`src/rtl/fsr_pkg.sv`:
```
package fsr_pkg;
  localparam int SR_W    = 8;
  localparam int N_ERR   = 3;
  localparam int B_READY = 7;
  localparam int B_SUSP  = 6;
  localparam int B_EERR  = 5;
  localparam int B_PERR  = 4;
  localparam int B_VERR  = 3;

  // err index: 2 = erase, 1 = program, 0 = supply
  localparam int E_ERASE = 2;
  localparam int E_PROG  = 1;
  localparam int E_SUPPLY = 0;

  typedef struct packed {
    logic             ready;
    logic             susp;
    logic [N_ERR-1:0] err;
  } sr_state_t;

  function automatic logic [SR_W-1:0] sr_pack(sr_state_t s);
    logic [SR_W-1:0] v;
    v          = '0;
    v[B_READY] = s.ready;
    v[B_SUSP]  = s.susp;
    v[B_EERR]  = s.err[E_ERASE];
    v[B_PERR]  = s.err[E_PROG];
    v[B_VERR]  = s.err[E_SUPPLY];
    return v;
  endfunction
endpackage

```
`src/rtl/fsr_sticky_flag.sv`:
```
module fsr_sticky_flag (
  input  logic clk,
  input  logic rst_i,
  input  logic set_i,
  input  logic clr_i,
  output logic q
);
  always_ff @(posedge clk) begin
    if (rst_i)      q <= 1'b0;
    else if (set_i) q <= 1'b1;
    else if (clr_i) q <= 1'b0;
  end

  AST_ERR_STICKY: assert property (@(posedge clk) disable iff (rst_i)
    $fell(q) |-> ($past(clr_i) || $past(rst_i)));

  AST_SET_WINS: assert property (@(posedge clk) disable iff (rst_i)
    set_i |=> q);
endmodule

```
`src/rtl/fsr_bus_decode.sv`:
```
module fsr_bus_decode #(
  parameter int          OP_W     = 8,
  parameter logic [7:0]  OP_RDSR  = 8'h70,
  parameter logic [7:0]  OP_CLRSR = 8'h50
) (
  input  logic            clk,
  input  logic            rst_i,
  input  logic            ce_n,
  input  logic            we_n,
  input  logic [OP_W-1:0] din,
  output logic            clr_cmd,
  output logic            rd_mode
);
  logic wr_act, wr_q, wr_pulse;

  assign wr_act   = ~ce_n & ~we_n;
  assign wr_pulse = wr_act & ~wr_q;
  assign clr_cmd  = wr_pulse && (din == OP_W'(OP_CLRSR));

  always_ff @(posedge clk) begin
    if (rst_i) begin
      wr_q    <= 1'b0;
      rd_mode <= 1'b0;
    end else begin
      wr_q <= wr_act;
      if (wr_pulse && (din == OP_W'(OP_RDSR)))
        rd_mode <= 1'b1;
    end
  end

  AST_MODE_KEEP: assert property (@(posedge clk) disable iff (rst_i)
    rd_mode |=> rd_mode);

  AST_ONE_CMD_PER_STROBE: assert property (@(posedge clk) disable iff (rst_i)
    clr_cmd |=> !clr_cmd);
endmodule

```
`src/rtl/fsr_status_core.sv`:
```
module fsr_status_core
  import fsr_pkg::*;
(
  input  logic            clk,
  input  logic            rst_i,
  input  logic            seq_start,
  input  logic            seq_done,
  input  logic            seq_susp_set,
  input  logic            seq_susp_clr,
  input  logic            seq_erase_fail,
  input  logic            seq_prog_fail,
  input  logic            op_confirm,
  input  logic            vpp_ok,
  input  logic            clr_cmd,
  output logic [SR_W-1:0] status,
  output logic            lockout
);
  sr_state_t        st;
  logic [N_ERR-1:0] err_set;
  logic [N_ERR-1:0] err_q;

  assign err_set[E_ERASE]  = seq_erase_fail;
  assign err_set[E_PROG]   = seq_prog_fail;
  assign err_set[E_SUPPLY] = op_confirm & ~vpp_ok;

  for (genvar i = 0; i < N_ERR; i++) begin : g_err
    fsr_sticky_flag u_flag (
      .clk   (clk),
      .rst_i (rst_i),
      .set_i (err_set[i]),
      .clr_i (clr_cmd),
      .q     (err_q[i])
    );
  end

  logic ready_q, susp_q;

  always_ff @(posedge clk) begin
    if (rst_i) begin
      ready_q <= 1'b1;
      susp_q  <= 1'b0;
    end else begin
      if (seq_start)     ready_q <= 1'b0;
      else if (seq_done) ready_q <= 1'b1;
      if (seq_susp_set)      susp_q <= 1'b1;
      else if (seq_susp_clr) susp_q <= 1'b0;
    end
  end

  assign st.ready = ready_q;
  assign st.susp  = susp_q;
  assign st.err   = err_q;
  assign status   = sr_pack(st);
  assign lockout  = |err_q;

  AST_READY_SRC: assert property (@(posedge clk) disable iff (rst_i)
    $rose(status[B_READY]) |-> ($past(seq_done) || $past(rst_i)));

  AST_VERR_SAMPLE: assert property (@(posedge clk) disable iff (rst_i)
    $rose(status[B_VERR]) |-> $past(op_confirm && !vpp_ok));

  AST_LOCK_HOLD: assert property (@(posedge clk) disable iff (rst_i)
    (lockout && !clr_cmd) |=> lockout);

  AST_RESET_VALUE: assert property (@(posedge clk)
    rst_i |=> (status == 8'h80));
endmodule

```
`src/rtl/fsr_read_port.sv`:
```
module fsr_read_port #(
  parameter int SR_W = 8
) (
  input  logic            clk,
  input  logic            rst_i,
  input  logic            rd_mode,
  input  logic            ce_n,
  input  logic            oe_n,
  input  logic [SR_W-1:0] status,
  output logic [SR_W-1:0] dout,
  output logic            dout_en
);
  logic rd_act, rd_q;

  assign rd_act = rd_mode & ~ce_n & ~oe_n;

  always_ff @(posedge clk) begin
    if (rst_i) begin
      rd_q    <= 1'b0;
      dout    <= '0;
      dout_en <= 1'b0;
    end else begin
      rd_q    <= rd_act;
      dout_en <= rd_act;
      if (!rd_act)    dout <= '0;
      else if (!rd_q) dout <= status;
    end
  end

  AST_READ_FROZEN: assert property (@(posedge clk) disable iff (rst_i)
    (rd_act && rd_q) |=> $stable(dout));

  AST_RSVD_ZERO: assert property (@(posedge clk) disable iff (rst_i)
    dout[2:0] == 3'b000);

  AST_IDLE_QUIET: assert property (@(posedge clk) disable iff (rst_i)
    !rd_act |=> (!dout_en && dout == '0));
endmodule

```
`src/rtl/flash_status_ctrl.sv`:
```
module flash_status_ctrl
  import fsr_pkg::*;
#(
  parameter logic [7:0] OP_RDSR  = 8'h70,
  parameter logic [7:0] OP_CLRSR = 8'h50
) (
  input  logic       clk,
  input  logic       rst,
  input  logic       pwrdn_n,
  input  logic       ce_n,
  input  logic       oe_n,
  input  logic       we_n,
  input  logic [7:0] din,
  output logic [7:0] dout,
  output logic       dout_en,
  input  logic       seq_start,
  input  logic       seq_done,
  input  logic       seq_susp_set,
  input  logic       seq_susp_clr,
  input  logic       seq_erase_fail,
  input  logic       seq_prog_fail,
  input  logic       op_confirm,
  input  logic       vpp_ok,
  output logic       lockout
);
  logic            rst_i;
  logic            clr_cmd;
  logic            rd_mode;
  logic [SR_W-1:0] status;

  assign rst_i = rst | ~pwrdn_n;

  fsr_bus_decode #(
    .OP_W     (8),
    .OP_RDSR  (OP_RDSR),
    .OP_CLRSR (OP_CLRSR)
  ) u_dec (
    .clk     (clk),
    .rst_i   (rst_i),
    .ce_n    (ce_n),
    .we_n    (we_n),
    .din     (din),
    .clr_cmd (clr_cmd),
    .rd_mode (rd_mode)
  );

  fsr_status_core u_core (
    .clk            (clk),
    .rst_i          (rst_i),
    .seq_start      (seq_start),
    .seq_done       (seq_done),
    .seq_susp_set   (seq_susp_set),
    .seq_susp_clr   (seq_susp_clr),
    .seq_erase_fail (seq_erase_fail),
    .seq_prog_fail  (seq_prog_fail),
    .op_confirm     (op_confirm),
    .vpp_ok         (vpp_ok),
    .clr_cmd        (clr_cmd),
    .status         (status),
    .lockout        (lockout)
  );

  fsr_read_port #(.SR_W(SR_W)) u_rd (
    .clk     (clk),
    .rst_i   (rst_i),
    .rd_mode (rd_mode),
    .ce_n    (ce_n),
    .oe_n    (oe_n),
    .status  (status),
    .dout    (dout),
    .dout_en (dout_en)
  );

  AST_PWRDN_EXIT: assert property (@(posedge clk)
    !pwrdn_n |=> (!lockout && !dout_en));
endmodule

```
`config.mk`:
```
export PLATFORM = sky130hd
export DESIGN_NAME = flash_status_ctrl
export DESIGN_NICKNAME = d
export VERILOG_FILES = /design/src/rtl/fsr_pkg.sv /design/src/rtl/fsr_sticky_flag.sv /design/src/rtl/fsr_bus_decode.sv /design/src/rtl/fsr_status_core.sv /design/src/rtl/fsr_read_port.sv /design/src/rtl/flash_status_ctrl.sv
export SDC_FILE = /design/constraint.sdc
export NUM_CORES = 1
export LEC_CHECK = 0
export BUFFER_PORTS_ARGS = -buffer_cell sky130_fd_sc_hd__buf_2
export CELL_PAD_IN_SITES_DETAIL_PLACEMENT = 2
export CELL_PAD_IN_SITES_GLOBAL_PLACEMENT = 2
export CORE_MARGIN = 2
export CORE_UTILIZATION = 21
export DETAILED_ROUTE_END_ITERATION = 10
export GPL_ROUTABILITY_DRIVEN = 0
export PLACE_DENSITY_LB_ADDON = 0.12
export SYNTH_ARGS = -nofsm -noshare
export SYNTH_HDL_FRONTEND = slang
export SYNTH_SLANG_ARGS = --single-unit
export TNS_END_PERCENT = 20
```
`constraint.sdc`:
```
create_clock -name clk -period 1.1 [get_ports clk]
set_input_delay 0.22 -clock clk [delete_from_list [all_inputs] [get_ports clk]]
set_output_delay 0.22 -clock clk [all_outputs]
set_load 0.02 [all_outputs]
```
==> results of run 1 <==
registers in the layout, indices dropped and copies added (netlist names):
register and cells:
u_core.g_err.u_flag.q 3, u_core.ready_q 1, u_core.susp_q 1, u_dec.rd_mode 1
u_dec.wr_q 1, u_rd.dout 5, u_rd.dout_en 1
per-layer routing:
metal,vias to the layer above,global-route usage,part of all wire
met1,241,0.1288,0.41
li1,256,-,-
met4,0,0.08974,0.025
met5,-,0,0
met3,4,0.03333,0.063
met2,22,0.2114,0.50
cell usage in the layout (no fill, tap or decap), types with 2 or more instances in the layout:
master / netlist / routed
nor2_1: 12 / 12
mux2i_1: 5 / 5
dfxtp_1: 13 / 11
buf_4: 3 / 6
inv_1: 2 / 2
o21ai_0: 3 / 3
buf_2: 0 / 26
a31oi_1: 3 / 3
clkbuf_4: 0 / 3
dfxtp_2: 0 / 2
conb_1: 1 / 3
logic make-up (layout without fill, tap and decap cells):
group,after synthesis,in the layout
AO/OA/AOI/OAI,9,9
buffers and inverters,6,39
flip-flops,13,13
multiplexers,5,5
other,1,3
AND/OR/NAND/NOR,22,22
worst register-to-register path, cell delays in order (launching register included):
cell and delay [ps]:
dfxtp_1 340, nor3_2 50, and3_1 170, a22o_1 180
timing repair:
action / 4_1_cts / 5_1_grt
endpoints found under the hold margin: 0 / 0
setup buffers: 1 / 0
gates resized for setup: 5 / 1
setup endpoints to repair: 2 / 2
power groups by stage:
stage	logic (mW)	clock network, mW	registers [mW]
5_1_grt	0.127	0.351	0.488
6_report	0.113	0.311	0.486
3_3_place_gp	0.0996	0	0.496
2_1_floorplan	0.0528	0	0.494
4_1_cts	0.111	0.325	0.486
3_5_place_dp	0.102	0	0.497
final timing paths:
check	slack (ps)	cells past startpoint	endpoint
worst max register to register	260	3	u_dec.rd_mode
worst min register to register	500	2	u_rd.dout[4]
worst max-delay path	-250	2	lockout
worst min-delay path	120	2	u_dec.wr_q
area by class of cell:
class	instances	area (µm²)
fill	295	1649
sequential	13	262.8
multi-input combinational	39	240.2
timing repair buffer	33	186.4
tap	30	37.54
clock buffer	4	26.28
inverter	2	7.507
==> flow_summary.yaml, run 1 <==
setup_path:
  cp-startpoint: "u_core.g_err[1].u_flag.q"
  critPathCaptureType: "output port"
  slowest_delay_ps: 380
  crit_slowest_cell: "or3_4"
  cp_cell_sequence: "or3_4 -> buf_6"
  cpLargestDelayFamily: "simple AND/OR/NAND/NOR gates"
  crit_buf_inv: 1
  rr_startpoint: "u_dec.wr_q"
  crit_fanout: 2
  cp_data_arrival_time_ps: 1130
  crit_required_ps: 880
  critPathKind: "flop to output port"
  cp-start-kind: "flop"
outcome:
  status: "complete, but fails checks"
  failed_checks: "negative setup slack"
worst_hold_path:
  hp-class: "input pin to flop"
  hold_start: "we_n"
synth:
  yosys.cell_count.top_type: "dfxtp_1"
  synthMuxAreaShare: 0.09592
  seq_area_frac_synth: 0.4988
  synth_compound_area_frac: 0.1007
  syn_inst: 56
  synth_cell_types: 22
  ys_ff_latch: 13
  synth-edff-count: 0
  synth_commonest_cells: "dfxtp_1, nor2_1, mux2i_1"
  synth_xor_area_frac: 0
  avgSynthCellArea_um2: 9.317
  synthSimpleGateAreaFrac: 0.2326
  synth_top_family_by_area: "simple AND/OR/NAND/NOR gates"
  netlist.area_leader.share: 0.4988
  synth.area.top_cells: "dfxtp_1, mux2i_1, nor2_1"
  ys.flop_type: "dfxtp_1"
  synth_area_um2: 521.8
  synth_fa_ha_area_frac: 0
  async_reset_ff_frac: 0
  yosys.area.top_type: "dfxtp_1"
  yosysWarningCount: 0
placed_design:
  dp_slack_ps: -5.536
  hpwl_um: 1126
  place_area_um2: 710.7
  placedCellCount: 116
  io_buffers: 28
final_layout:
  finalInstanceArea_um2: 760.7
  diodes: 0
  layoutNonFillerInstCount: 121
  area_growth_pct: 45.80
  drive_gt1_frac: 0.4725
  fin_util: 0.3157
  fin_nets: 114
floorplan:
  num_rows: 18
  die_w_um: 53.85
  die_y_um: 53.85
  coreArea_um2: 2410
  die_area_um2: 2899
  io_pins: 32
  start_util: 0.2165
cts:
  cts_root_buffer: "clkbuf_4"
  hold_buffers: 0
  clkSinkCount: 13
  cts_buffers: 3
  htree_levels: 1
  clk_path_buf_depth: 2
  cts.clk_slew.worst_paths_ps: 80
  cts_tree: "done"
  clock_latency_ps: 280
timing:
  finalCritPeriodShare: 1.227
  skew_ps: 1.286
  fin_crit_ps: 1349
  setup_viol: 2
  timing.hold.ws_ps: 120.6
  final-hold-violation-count: 0
  rsz0062_at_grt: "yes"
  setup_slack_ps: -249.5
  finalSetupTns_ps: -262.7
  fmax_ghz: 0.7410
  slew_violations: 0
global_route:
  grt_pass1_wl_um: 2408
  antenna_found_initial: 0
  grt_use_total: 0.1235
  grt_pass1_vias: 562
  grt_remaining_overflow: 0
  grt_max_degree: 8
routing:
  vias: 523
  dr.first_iter.drc_count: 2
  vias_per_cell: 4.322
  drc: 0
  routed_wl_um: 1478
  firstDrtPassIters: 2
  ant_nets: 0
  wl_per_cell_um: 12.21
power_and_ir_drop:
  p_seq_frac: 0.534
  switching_share: 0.2520
  p_leak_nw: 0.3620
  p_clk_frac: 0.342
  ir_drop_mv: 0.4398
  internal_power_uw: 680.9
  finalPower_uw: 910.4
  comb_power_share: 0.124
  power.density_nw_per_um2: 1197
  p_sw_uw: 229.4
flow_run:
  cap_violations: 0
Note: power is estimated with default switching activity, not from simulation.
==> run 2: changes to the inputs <==
==> constraint.sdc (replaced) <==
create_clock -name clk -period 1.1 [get_ports clk]
set_input_delay 0 -clock clk [delete_from_list [all_inputs] [get_ports clk]]
set_output_delay 0 -clock clk [all_outputs]
set_load 0.02 [all_outputs]
==> run 2 against run 1 <==
  * The flow still finishes with violations (negative setup slack)
  * Non-clock buffer count up 3
  * Final cell count rose by 2.5%
  * Global-route usage shrank 1.1 points
  * Largest cell class unchanged
  * Highest routed layer unchanged
==> flow_summary.yaml, run 2 (synthesized netlist as in run 1, its figures left out) <==
outcome:
  status: "complete, but fails checks"
  failed_checks: "negative setup slack"
final_layout:
  final_common_cell: "buf_2"
  diodes: 0
  final_cell_mix: "buf_2, nor2_1, dfxtp_1, dlygate4sd3_1, mux2i_1"
  largest_reg_flops: 5
  drive_gt1_frac: 0.4255
  fin_nets: 117
  nFillCells: 284
  reg_top3: "u_rd.dout x5, u_core.g_err.u_flag.q x3"
  finalInstanceArea_um2: 795.8
  area_growth_pct: 52.52
  largest_register: "u_rd.dout"
global_route:
  grt_use_met2: 0.1768
  grt_use_total: 0.1123
  grt.met3_usage: 0.03056
  use_met1: 0.1366
  grt_pass1_vias: 557
  antenna_found_initial: 0
  grt_pass1_wl_um: 2263
  top_usage_layer: "met2"
  grt_remaining_overflow: 0
  grt_max_degree: 8
placed_design:
  io_buffers: 28
  place_area_um2: 680.7
  hpwl_um: 1090
power_and_ir_drop:
  p_leak_nw: 0.3728
  ir_drop_mv: 0.4184
  power.density_nw_per_um2: 1128
routing:
  drc: 0
  vias_per_cell: 4.282
  dr.first_iter.drc_count: 5
  firstDrtPassIters: 2
  wl_per_cell_um: 10.85
  ant_nets: 0
  vias: 531
  routed_wl_um: 1346
timing:
  setup_viol: 1
  fmax_ghz: 0.8983
  timing.hold.ws_ps: 0.9371
  setup_slack_ps: -13.16
  final-hold-violation-count: 0
  rsz0062_at_grt: "yes"
  finalSetupTns_ps: -13.16
  fin_crit_ps: 1113
  skew_ps: 0.7947
  finalCritPeriodShare: 1.012
  slew_violations: 0
cts:
  cts_buffers: 3
  cts.clk_slew.worst_paths_ps: 80
  cts_tree: "done"
  htree_levels: 1
  clk_path_buf_depth: 2
  cts_root_buffer: "clkbuf_4"
  clock_latency_ps: 270
  clkSinkCount: 13
setup_path:
  critPathKind: "flop to output port"
  rr_startpoint: "u_dec.wr_q"
  crit_fanout: 3
  cp-startpoint: "u_core.g_err[1].u_flag.q"
  critPathCaptureType: "output port"
  crit_required_ps: 1100
  r2r_slack_ps: 200
  cp-start-kind: "flop"
  cp_data_arrival_time_ps: 1110
floorplan:
  die_w_um: 53.85
  num_rows: 18
  coreArea_um2: 2410
  die_area_um2: 2899
  start_util: 0.2165
  io_pins: 32
  die_y_um: 53.85
worst_hold_path:
  hold_start: "pwrdn_n"
  hp-class: "input pin to flop"
flow_run:
  cap_violations: 0
[run 2: cell types whose count changed in the layout (fill, tap and decap cells not counted), sizes merged]
cell | before | now
dlygate4sd3 | 0 | 6
buf | 33 | 30
[run 2: worst max-delay path: stages, from the launching register on]
cell and delay [ps]:
dfxtp_2 330, or3_4 380, buf_6 140
[run 2: path summary, 6_finish.rpt]
kind                   end  cells past startpoint
max reg2reg  u_dec.rd_mode                      3
max                lockout                      2
min reg2reg  u_dec.rd_mode                      1
min             u_dec.wr_q                      3
[run 2: through the flow]
step | total power [mW] | std cells | setup WS (ps) | util
6_report | 0.8977 | 124 | -13.16 | 0.3302
3_5_place_dp | 0.5934 | 112 | 190.3 | 0.2825
5_1_grt | 0.9653 | 124 | -55.18 | 0.3302
3_3_place_gp | 0.5903 | 112 | 207.4 | 0.2825
4_1_cts | 0.9119 | 123 | -31.17 | 0.3250
2_1_floorplan | 0.5468 | 58 | 28.89 | -
[run 2: metal layers]
layer  wire length [µm]  part of all wire
met1                553              0.41
met2                680              0.51
met3                 93             0.069
met4                 19             0.014
met5                  0                 0
[run 2: power by group]
part           total, mW  switching [mW]  internal [mW]  leakage [nW]
combinational      0.124          0.0529         0.0707         0.251
clock              0.288           0.148          0.140        0.0150
sequential         0.486         0.00584          0.480         0.106
[run 2: timing repair]
item | CTS | global route
pin swaps | 1 | 1
endpoints found under the hold margin | 3 | 0
hold buffers | 6 | 0
buffers inserted | 1 | 1
resized for setup | 4 | 1
endpoints found under the setup margin | 1 | 1
[run 2: area by class of cell]
class                   count  area [µm²]  area share
multi-input cells          39       240.2      0.3019
well taps                  30       37.54     0.04717
clock buffers               4       26.28     0.03302
flip-flops and latches     13       262.8      0.3302
inverters                   2       7.507    0.009434
repair buffers             36       221.5      0.2783
